`src/rtl/lpt_pkg.sv`:
```
package lpt_pkg;

  localparam int BUS_W  = 32;
  localparam int ADDR_W = 6;

  localparam logic [ADDR_W-1:0] A_CTRL     = 6'h00;
  localparam logic [ADDR_W-1:0] A_CTRL_SET = 6'h04;
  localparam logic [ADDR_W-1:0] A_CTRL_CLR = 6'h08;
  localparam logic [ADDR_W-1:0] A_DATA     = 6'h10;
  localparam logic [ADDR_W-1:0] A_STAT     = 6'h20;
  localparam logic [ADDR_W-1:0] A_STAT_SET = 6'h24;
  localparam logic [ADDR_W-1:0] A_STAT_CLR = 6'h28;

  // control field positions
  localparam int B_SEL_LO  = 4;
  localparam int B_LDCNT   = 8;
  localparam int B_CAPCNT  = 9;
  localparam int B_LDCMP   = 10;
  localparam int B_CAPCMP  = 11;
  localparam int B_OVF_IE  = 16;
  localparam int B_CMP_IE  = 17;
  localparam int B_OVF_TGL = 18;
  localparam int B_CMP_TGL = 19;
  localparam int B_CMP_RST = 24;
  localparam int B_DBG_FRZ = 30;
  localparam int B_RUN     = 31;

  // bits that hold state in CONTROL; command bits and reserved bits excluded
  localparam logic [BUS_W-1:0] CTRL_KEEP = 32'hC10F_00F3;

  typedef enum logic [1:0] {
    MODE_FREE = 2'd0,
    MODE_RISE = 2'd1,
    MODE_FALL = 2'd2,
    MODE_BOTH = 2'd3
  } cnt_mode_e;

endpackage

```
`src/rtl/lpt_trig_edge.sv`:
```
module lpt_trig_edge
  import lpt_pkg::*;
#(
  parameter int NUM_TRIG    = 16,
  parameter int SYNC_STAGES = 2,
  localparam int SEL_W      = $clog2(NUM_TRIG)
) (
  input  logic                clk,
  input  logic                rst_n,
  input  logic [NUM_TRIG-1:0] trig_in,
  input  logic [SEL_W-1:0]    sel,
  input  cnt_mode_e           mode,
  output logic                tick
);

  logic                   raw;
  logic [SYNC_STAGES:0]   sh;
  logic                   cur, prev;

  assign raw  = trig_in[sel];
  assign cur  = sh[SYNC_STAGES-1];
  assign prev = sh[SYNC_STAGES];

  // synchronizer stages followed by one history flop for edge detection
  always_ff @(posedge clk or negedge rst_n) begin
    if (!rst_n) sh <= '0;
    else        sh <= {sh[SYNC_STAGES-1:0], raw};
  end

  always_comb begin
    unique case (mode)
      MODE_FREE: tick = 1'b1;
      MODE_RISE: tick = cur & ~prev;
      MODE_FALL: tick = ~cur & prev;
      default:   tick = cur ^ prev;
    endcase
  end

endmodule

```
`src/rtl/lpt_counter.sv`:
```
module lpt_counter #(
  parameter int CNT_W = 16
) (
  input  logic             clk,
  input  logic             rst_n,
  input  logic             step,
  input  logic             ld_cnt,
  input  logic             ld_cmp,
  input  logic [CNT_W-1:0] ld_val,
  input  logic             hit_clears,
  output logic [CNT_W-1:0] cnt,
  output logic [CNT_W-1:0] cmp,
  output logic             wrap_evt,
  output logic             hit_evt
);

  localparam logic [CNT_W-1:0] ALL_ONES = {CNT_W{1'b1}};

  assign wrap_evt = step && (cnt == ALL_ONES);
  assign hit_evt  = step && (cnt == cmp);

  always_ff @(posedge clk or negedge rst_n) begin
    if (!rst_n) begin
      cnt <= '0;
    end else if (ld_cnt) begin
      cnt <= ld_val;
    end else if (step) begin
      cnt <= (hit_evt && hit_clears) ? '0 : cnt + 1'b1;
    end
  end

  always_ff @(posedge clk or negedge rst_n) begin
    if (!rst_n)      cmp <= '0;
    else if (ld_cmp) cmp <= ld_val;
  end

endmodule

```
`src/rtl/lpt_event_timer.sv`:
```
module lpt_event_timer
  import lpt_pkg::*;
#(
  parameter int CNT_W       = 16,
  parameter int NUM_TRIG    = 16,
  parameter int SYNC_STAGES = 2
) (
  input  logic                clk,
  input  logic                rst_n,
  input  logic                req_valid,
  output logic                req_ready,
  input  logic                req_write,
  input  logic [ADDR_W-1:0]   req_addr,
  input  logic [BUS_W-1:0]    req_wdata,
  output logic                rsp_valid,
  input  logic                rsp_ready,
  output logic [BUS_W-1:0]    rsp_data,
  input  logic [NUM_TRIG-1:0] trig_in,
  input  logic                dbg_halt,
  output logic                tmr_out,
  output logic                irq
);

  localparam int SEL_W = $clog2(NUM_TRIG);

  logic [BUS_W-1:0] ctrl_q, ctrl_nxt;
  logic [CNT_W-1:0] data_q;
  logic [1:0]       status_q, status_sw;
  logic [CNT_W-1:0] cnt, cmp;
  logic             wr_acc, rd_acc;
  logic             wr_ctrl, wr_ctrl_set, wr_ctrl_clr, wr_data;
  logic             wr_stat, wr_stat_set, wr_stat_clr;
  logic             ctrl_wr, st_wr;
  logic [3:0]       cmd;
  logic             run_eff, tick, step;
  logic             ovf_evt, cmp_evt;
  logic [BUS_W-1:0] rd_mux;

  // request channel
  assign req_ready = !rsp_valid || rsp_ready;
  assign wr_acc    = req_valid && req_ready && req_write;
  assign rd_acc    = req_valid && req_ready && !req_write;

  assign wr_ctrl     = wr_acc && (req_addr == A_CTRL);
  assign wr_ctrl_set = wr_acc && (req_addr == A_CTRL_SET);
  assign wr_ctrl_clr = wr_acc && (req_addr == A_CTRL_CLR);
  assign wr_data     = wr_acc && (req_addr == A_DATA);
  assign wr_stat     = wr_acc && (req_addr == A_STAT);
  assign wr_stat_set = wr_acc && (req_addr == A_STAT_SET);
  assign wr_stat_clr = wr_acc && (req_addr == A_STAT_CLR);
  assign ctrl_wr     = wr_ctrl || wr_ctrl_set || wr_ctrl_clr;
  assign st_wr       = wr_stat || wr_stat_set || wr_stat_clr;

  // command pulses: {cap_cmp, ld_cmp, cap_cnt, ld_cnt}
  assign cmd = (wr_ctrl || wr_ctrl_set) ? req_wdata[B_CAPCMP:B_LDCNT] : 4'b0000;

  always_comb begin
    ctrl_nxt = ctrl_q;
    if (wr_ctrl)          ctrl_nxt = req_wdata & CTRL_KEEP;
    else if (wr_ctrl_set) ctrl_nxt = ctrl_q | (req_wdata & CTRL_KEEP);
    else if (wr_ctrl_clr) ctrl_nxt = ctrl_q & ~req_wdata;
  end

  always_ff @(posedge clk or negedge rst_n) begin
    if (!rst_n) ctrl_q <= '0;
    else        ctrl_q <= ctrl_nxt;
  end

  // shared staging register; counter capture ranks above comparator capture
  always_ff @(posedge clk or negedge rst_n) begin
    if (!rst_n)      data_q <= '0;
    else if (cmd[1]) data_q <= cnt;
    else if (cmd[3]) data_q <= cmp;
    else if (wr_data) data_q <= req_wdata[CNT_W-1:0];
  end

  // counting core
  assign run_eff = ctrl_q[B_RUN] && !(ctrl_q[B_DBG_FRZ] && dbg_halt);
  assign step    = run_eff && tick;

  lpt_trig_edge #(
    .NUM_TRIG   (NUM_TRIG),
    .SYNC_STAGES(SYNC_STAGES)
  ) u_edge (
    .clk    (clk),
    .rst_n  (rst_n),
    .trig_in(trig_in),
    .sel    (ctrl_q[B_SEL_LO +: SEL_W]),
    .mode   (cnt_mode_e'(ctrl_q[1:0])),
    .tick   (tick)
  );

  lpt_counter #(.CNT_W(CNT_W)) u_cnt (
    .clk       (clk),
    .rst_n     (rst_n),
    .step      (step),
    .ld_cnt    (cmd[0]),
    .ld_cmp    (cmd[2]),
    .ld_val    (data_q),
    .hit_clears(ctrl_q[B_CMP_RST]),
    .cnt       (cnt),
    .cmp       (cmp),
    .wrap_evt  (ovf_evt),
    .hit_evt   (cmp_evt)
  );

  // status flags: software update first, hardware events override
  always_comb begin
    status_sw = status_q;
    if (wr_stat)          status_sw = req_wdata[1:0];
    else if (wr_stat_set) status_sw = status_q | req_wdata[1:0];
    else if (wr_stat_clr) status_sw = status_q & ~req_wdata[1:0];
  end

  always_ff @(posedge clk or negedge rst_n) begin
    if (!rst_n) status_q <= '0;
    else        status_q <= status_sw | {cmp_evt, ovf_evt};
  end

  always_ff @(posedge clk or negedge rst_n) begin
    if (!rst_n) tmr_out <= 1'b0;
    else        tmr_out <= tmr_out ^ (ovf_evt && ctrl_q[B_OVF_TGL])
                                   ^ (cmp_evt && ctrl_q[B_CMP_TGL]);
  end

  assign irq = (status_q[0] && ctrl_q[B_OVF_IE]) || (status_q[1] && ctrl_q[B_CMP_IE]);

  // read response channel
  always_comb begin
    unique case (req_addr)
      A_CTRL:  rd_mux = ctrl_q;
      A_DATA:  rd_mux = {{(BUS_W-CNT_W){1'b0}}, data_q};
      A_STAT:  rd_mux = {{(BUS_W-2){1'b0}}, status_q};
      default: rd_mux = '0;
    endcase
  end

  always_ff @(posedge clk or negedge rst_n) begin
    if (!rst_n) begin
      rsp_valid <= 1'b0;
      rsp_data  <= '0;
    end else if (rd_acc) begin
      rsp_valid <= 1'b1;
      rsp_data  <= rd_mux;
    end else if (rsp_ready) begin
      rsp_valid <= 1'b0;
    end
  end

endmodule

```
`config.mk`:
```
export PLATFORM = sky130hd
export DESIGN_NAME = lpt_event_timer
export DESIGN_NICKNAME = d
export VERILOG_FILES = /design/src/rtl/lpt_pkg.sv /design/src/rtl/lpt_trig_edge.sv /design/src/rtl/lpt_counter.sv /design/src/rtl/lpt_event_timer.sv
export SDC_FILE = /design/constraint.sdc
export NUM_CORES = 1
export LEC_CHECK = 0
export BUFFER_PORTS_ARGS = -buffer_cell sky130_fd_sc_hd__buf_2
export CAP_MARGIN = 20
export CORE_MARGIN = 4
export CORE_UTILIZATION = 45
export CTS_CLUSTER_SIZE = 16
export DETAILED_ROUTE_END_ITERATION = 8
export PLACE_DENSITY = 0.76
export RECOVER_POWER = 50
export SLEW_MARGIN = 10
export SYNTH_ARGS = -nofsm -noshare
export SYNTH_HDL_FRONTEND = slang
export SYNTH_SLANG_ARGS = --single-unit
```
`constraint.sdc`:
```
create_clock -name clk -period 1.81 [get_ports clk]
set_input_delay 0.362 -clock clk [delete_from_list [all_inputs] [get_ports clk]]
set_output_delay 0.362 -clock clk [all_outputs]
set_load 0.1 [all_outputs]
```
Word level (Yosys, flattened, before mapping)
Index checks and enable logic that the tools add are counted.

word-level totals
  logic and storage cells = 86
  register bits = 119
  output and inout bits = 36

cells by class
  magnitude comparators = 1
  bitwise gates (word level) = 14
  muxes and demuxes = 19
  reduce and logical (&&, ||, !) cells = 32
  equality and inequality tests = 10
  $add $sub $neg = 1

operator list
  cell                                                                          count
  16-bit 2-to-1 mux                                                             6
  32-bit 2-to-1 mux                                                             3
  32-bit case mux with 3 select lines                                           1
  32-bit bitwise AND                                                            1
  32-bit NOT                                                                    1
  32-bit bitwise OR                                                             1
  1-bit logical AND                                                             20
  6-bit == test, second input constant                                          3
  16-bit by 1-bit adder with 16-bit output, second input constant               1
  16-bit == test                                                                1
  16-bit == test, second input constant                                         1
  6-bit by 3-bit == test with 1-bit output, second input constant               1
  6-bit by 4-bit == test with 1-bit output, second input constant               1
  6-bit by 5-bit == test with 1-bit output, second input constant               1
  6-bit logical NOT                                                             1
  2-bit 2-to-1 mux                                                              3
  3-bit nonzero test                                                            2
  4-bit by 5-bit less-than comparator with 1-bit output, second input constant  1
  1-bit binary-select mux with 4-bit select                                     1
  4-bit 2-to-1 mux                                                              1
  2-bit bitwise OR                                                              2
  2-bit nonzero test                                                            2
  1-bit logical NOT                                                             3
  1-bit logical OR                                                              3
  10 further kinds                                                              16

Logic depth before layout (Yosys ltp)
  depth after elaboration = 9
  mapped depth = 10
  depth with buffers taken out = 8

By module
A second synthesis with hierarchy kept.

second synthesis, totals
  cells, all modules = 569
  area total of the unflattened synthesis = 5891.9 um^2

modules (own cells, without submodules)
  module           cells each  area an instance (um^2)  sequential area each (um^2)  instances
  lpt_event_timer  356         3769.9                   2102.0                       1
  lpt_counter      195         1858.0                   800.8                        1
  lpt_trig_edge    18          264.0                    75.1                         1

Worst setup path before layout
No wires, ideal clock.

  path kind = reg-to-reg
  start point = register rsp_valid
  end point = register ctrl_q[14]
  clock period less this slack = 2.654 ns
  cell stages (with the launch flop) = 8
  path buffers = 3
  slack = -0.844 ns
  data arrival time = 2.535 ns
  cell sequence = dfrtp_1 > nand2b_1 > buf_2 > nand4_2 > or4_1 > buf_2 > buf_2 > o21a_1

on the way
  longest elaborated chain between the ends = 7

RTL lines
  item                                line                    source
  start, declared                     lpt_event_timer.sv:15   output logic rsp_valid,
  start signal, assigned              lpt_event_timer.sv:140  rsp_valid <= 1'b0;
  start signal, assigned              lpt_event_timer.sv:143  rsp_valid <= 1'b1;
  start signal, assigned              lpt_event_timer.sv:146  rsp_valid <= 1'b0;
  1-bit logical NOT (*)               lpt_event_timer.sv:40   assign req_ready = !rsp_valid || rsp_ready;
  1-bit logical OR (*)                lpt_event_timer.sv:40
  named net req_ready                 lpt_event_timer.sv:11   output logic req_ready,
  1-bit logical AND (*) (2 in a row)  lpt_event_timer.sv:41   assign wr_acc = req_valid && req_ready && req_write;
  1-bit logical AND                   lpt_event_timer.sv:45   assign wr_ctrl_set = wr_acc && (req_addr == A_CTRL_SET);
  32-bit 2-to-1 mux                   lpt_event_timer.sv:60   else if (wr_ctrl_set) ctrl_nxt = ctrl_q | (req_wdata & CTRL_KEEP);
  32-bit 2-to-1 mux                   lpt_event_timer.sv:59   if (wr_ctrl) ctrl_nxt = req_wdata & CTRL_KEEP;
  end signal, assigned                lpt_event_timer.sv:66   else ctrl_q <= ctrl_nxt;
  end, declared                       lpt_event_timer.sv:26   logic [BUS_W-1:0] ctrl_q, ctrl_nxt;

The timed path passes the listed nets; every way through them passes the cells marked *.
A chain may end at the register's enable or synchronous reset.

Worst setup path after layout
  start point = register u_edge.sh[2]
  end point = register u_cnt.cnt[9]

on the way
  longest elaborated chain between the ends = 9

RTL lines
  item                                    line                   source
  start, declared                         lpt_trig_edge.sv:17    logic [SYNC_STAGES:0] sh;
  start signal, assigned                  lpt_trig_edge.sv:27    else sh <= {sh[SYNC_STAGES-1:0], raw};
  1-bit NOT                               lpt_trig_edge.sv:33    MODE_RISE: tick = cur & ~prev;
  1-bit bitwise AND                       lpt_trig_edge.sv:33
  1-bit case mux with 3 select lines (*)  lpt_trig_edge.sv:31    unique case (mode)
  1-bit logical AND (*)                   lpt_event_timer.sv:79  assign step = run_eff && tick;
  1-bit logical AND                       lpt_counter.sv:20      assign hit_evt = step && (cnt == cmp);
  1-bit logical AND                       lpt_counter.sv:28      cnt <= (hit_evt && hit_clears) ? '0 : cnt + 1'b1;
  16-bit 2-to-1 mux                       lpt_counter.sv:28
  16-bit 2-to-1 mux                       lpt_counter.sv:27      end else if (step) begin
  16-bit 2-to-1 mux                       lpt_counter.sv:25      end else if (ld_cnt) begin
  end signal, assigned                    lpt_counter.sv:26      cnt <= ld_val;
  end signal, assigned                    lpt_counter.sv:28
  end, declared                           lpt_counter.sv:11      output logic [CNT_W-1:0] cnt,

Mark *: on every way between the ends. The rest lies on a longest branch, timed or not. The select of a mux whose other input is x is not followed.

==> impl_metrics.json <==
{
  "cpPeakStageDelay_ns": 0.54,
  "drtPass1Iterations": 5,
  "grt_max_degree": 35,
  "hp-class": "in2reg",
  "clockBufferDepth": 2,
  "die_y_um": 123,
  "power_density_mw_per_mm2": 1030,
  "cp_num_buf_inv": 0,
  "drive_gt1_frac": 0.368,
  "avgSynthCellArea_um2": 10.5,
  "critical_path_class": "reg2reg",
  "cp.arrival_ns": 2.40,
  "cts_made_buffers": 17,
  "ys_top_cells_by_area": "dfrtp_1 50%, a22o_1 5.4%, xnor2_1 3.8%",
  "crit_chain": "ha_1 -> and2_4 -> o21ai_4 -> nand3_4 -> or4_1 -> a21o_1 -> a21oi_2",
  "irDropWorstVdd_mv": 0.591,
  "maxSlewHeadroom": 0.559,
  "cp_max_fo": 6,
  "root_buffer": "clkbuf_16",
  "routedWlPerCell_um": 19.7,
  "grt_pass1_wl_um": 28500,
  "worst_pin_slew_ns": 0.662,
  "via_per_inst": 5.80,
  "rsz0062_at_grt": "true",
  "internal-power_mw": 5.96,
  "synthTopCellsByCount": "119 x dfrtp_1, 51 x nand2_1, 46 x nor2_1",
  "clock_latency_ns": 0.42,
  "synth_top_area_cell": "dfrtp_1",
  "core_area_mm2": 0.0128,
  "placedInstanceArea_mm2": 0.00709,
  "setup_tns_ns": -3.09,
  "dpl_worst_slack_ns": -0.246,
  "nets": 778,
  "clkPwrFrac": 0.450,
  "syn-instance-count": 569,
  "cp-end-kind": "flip-flop",
  "initial_core_util": 0.466,
  "start_kind": "flip-flop",
  "stdcell_count": 900,
  "synth-seq-area-share": 0.498,
  "seqPwrFrac": 0.383,
  "drc": 0,
  "ys_warn_count": 0,
  "swShare": 0.276,
  "gp_congestion": 0.940,
  "hold_ws_ns": 0.182,
  "grt_usage": 0.244,
  "vias": 5224,
  "clock.fmax_mhz": 487,
  "hpwlAfterDp_um": 12000,
  "status": "finished with violations",
  "drv_cap": 0,
  "yosysUniqueCellTypes": 54,
  "io_pins": 96,
  "grt_pass1_vias": 5549,
  "io_buffers": 95,
  "drt-total-wl_um": 17700,
  "skew_ns": 0.00952,
  "min_period_over_period": 1.14,
  "p_sw_mw": 2.27,
  "cp_data_required_time_ns": 2.15,
  "placed_cells": 859,
  "yosysMostFrequentCell": "dfrtp_1",
  "combPwrFrac": 0.167,
  "syn2layout_area_growth_pct": 34.4,
  "cts.sinks": 119,
  "fp.dieW_um": 123,
  "synth_fp_nets": 632,
  "diodes": 0,
  "dieArea_mm2": 0.0152,
  "netlist_area_mm2": 0.00598,
  "antenna_found_initial": 0,
  "synth_edf_count": 0,
  "drv_slew": 0,
  "async_flop_share": 1.00,
  "setup_viol": 18,
  "fin_area_mm2": 0.00803,
  "clkSlewWorstSetupHoldPaths_ns": 0.06,
  "ys_seq_elements": 119,
  "finalWorstSetupSlack_ns": -0.244,
  "p_leak_nw": 3.75,
  "drt.antenna.violating_nets": 0,
  "synth_top_area_frac": 0.498,
  "synth_top_flop_cell": "dfrtp_1",
  "htreeDepth": 4,
  "drtIter0Drc": 327,
  "worst_path_max_delay_cell": "or4_1",
  "min_period_ns": 2.05,
  "violations": "negative setup slack",
  "final_hold_viol_count": 0,
  "std_cell_rows": 41,
  "cp_top_family": "simple AND/OR/NAND/NOR gates",
  "overflow": 0,
  "cts_tree": "done"
}
power groups by stage:
| stage | clock network, mW | logic (mW) | registers, mW |
|---|---|---|---|
| 3_5_place_dp | 0 | 1.19 | 3.18 |
| 3_3_place_gp | 0 | 1.17 | 3.17 |
| 5_1_grt | 3.87 | 1.49 | 3.19 |
| 6_report | 3.70 | 1.38 | 3.16 |
| 4_1_cts | 3.73 | 1.30 | 3.14 |
| 2_1_floorplan | 0 | 0.674 | 3.15 |
cells in the final DEF, fill, tap and decap left out, types with 23 or more instances in the layout:
cell / n
a22o_1: 37
nor2_1: 45
nand2_1: 50
dfrtp_1: 118
buf_2: 94
a21oi_1: 28
buf_4: 53
o21ai_1: 26
xnor2_1: 23
layout make-up:
cell class	count	area, um^2
repair buffers	164	1070
clock buffers	18	429
well taps	172	215
fillers	984	4790
inverters	15	56.3
flip-flops and latches	119	2980
multi-input cells	398	3050
clock inverters	14	223
repair_timing:
item / CTS / global route
resized for setup: 28 / 27
pin swaps: 22 / 16
gates cloned: 0 / 1
setup buffers: 3 / 4
endpoints found under the hold margin: 24 / 0
setup endpoints to repair: 23 / 38
hold buffers: 1 / 0
final timing paths:
kind                          startpoint           end  slack (ns)  cells past startpoint
setup / recovery            u_edge.sh[2]  u_cnt.cnt[9]       -0.24                      7
hold / removal             req_wdata[17]     flip-flop        0.18                      2
setup reg to reg            u_edge.sh[2]  u_cnt.cnt[9]       -0.24                      7
hold reg to reg             u_edge.sh[0]  u_edge.sh[1]        0.37                      0
max in group asynchronous          rst_n     data_q[2]        0.33                      3
min in group asynchronous          rst_n    ctrl_q[25]        0.51                      2
stage by stage:
step | util | power, mW
final | 0.626 | 8.24
after CTS | 0.617 | 8.17
after global routing | 0.626 | 8.55
after detailed placement | 0.553 | 4.38
after floorplan | - | 3.82
after global placement | 0.553 | 4.34
logic make-up after synthesis:
kind of cell | after synthesis | synth area share
simple gates | 171 | 0.153
mux | 37 | 0.0821
xor+xnor | 31 | 0.0454
fa+ha+maj | 3 | 0.00628
compound gates | 156 | 0.172
buf+inv | 52 | 0.0421
flops | 119 | 0.498
layer usage:
metal,GRT usage,wire length (um)
met1,0.310,6980
met3,0.0558,1250
met2,0.402,9000
met5,0,0
met4,0.102,517
Note: power is estimated with default switching activity, not from simulation.
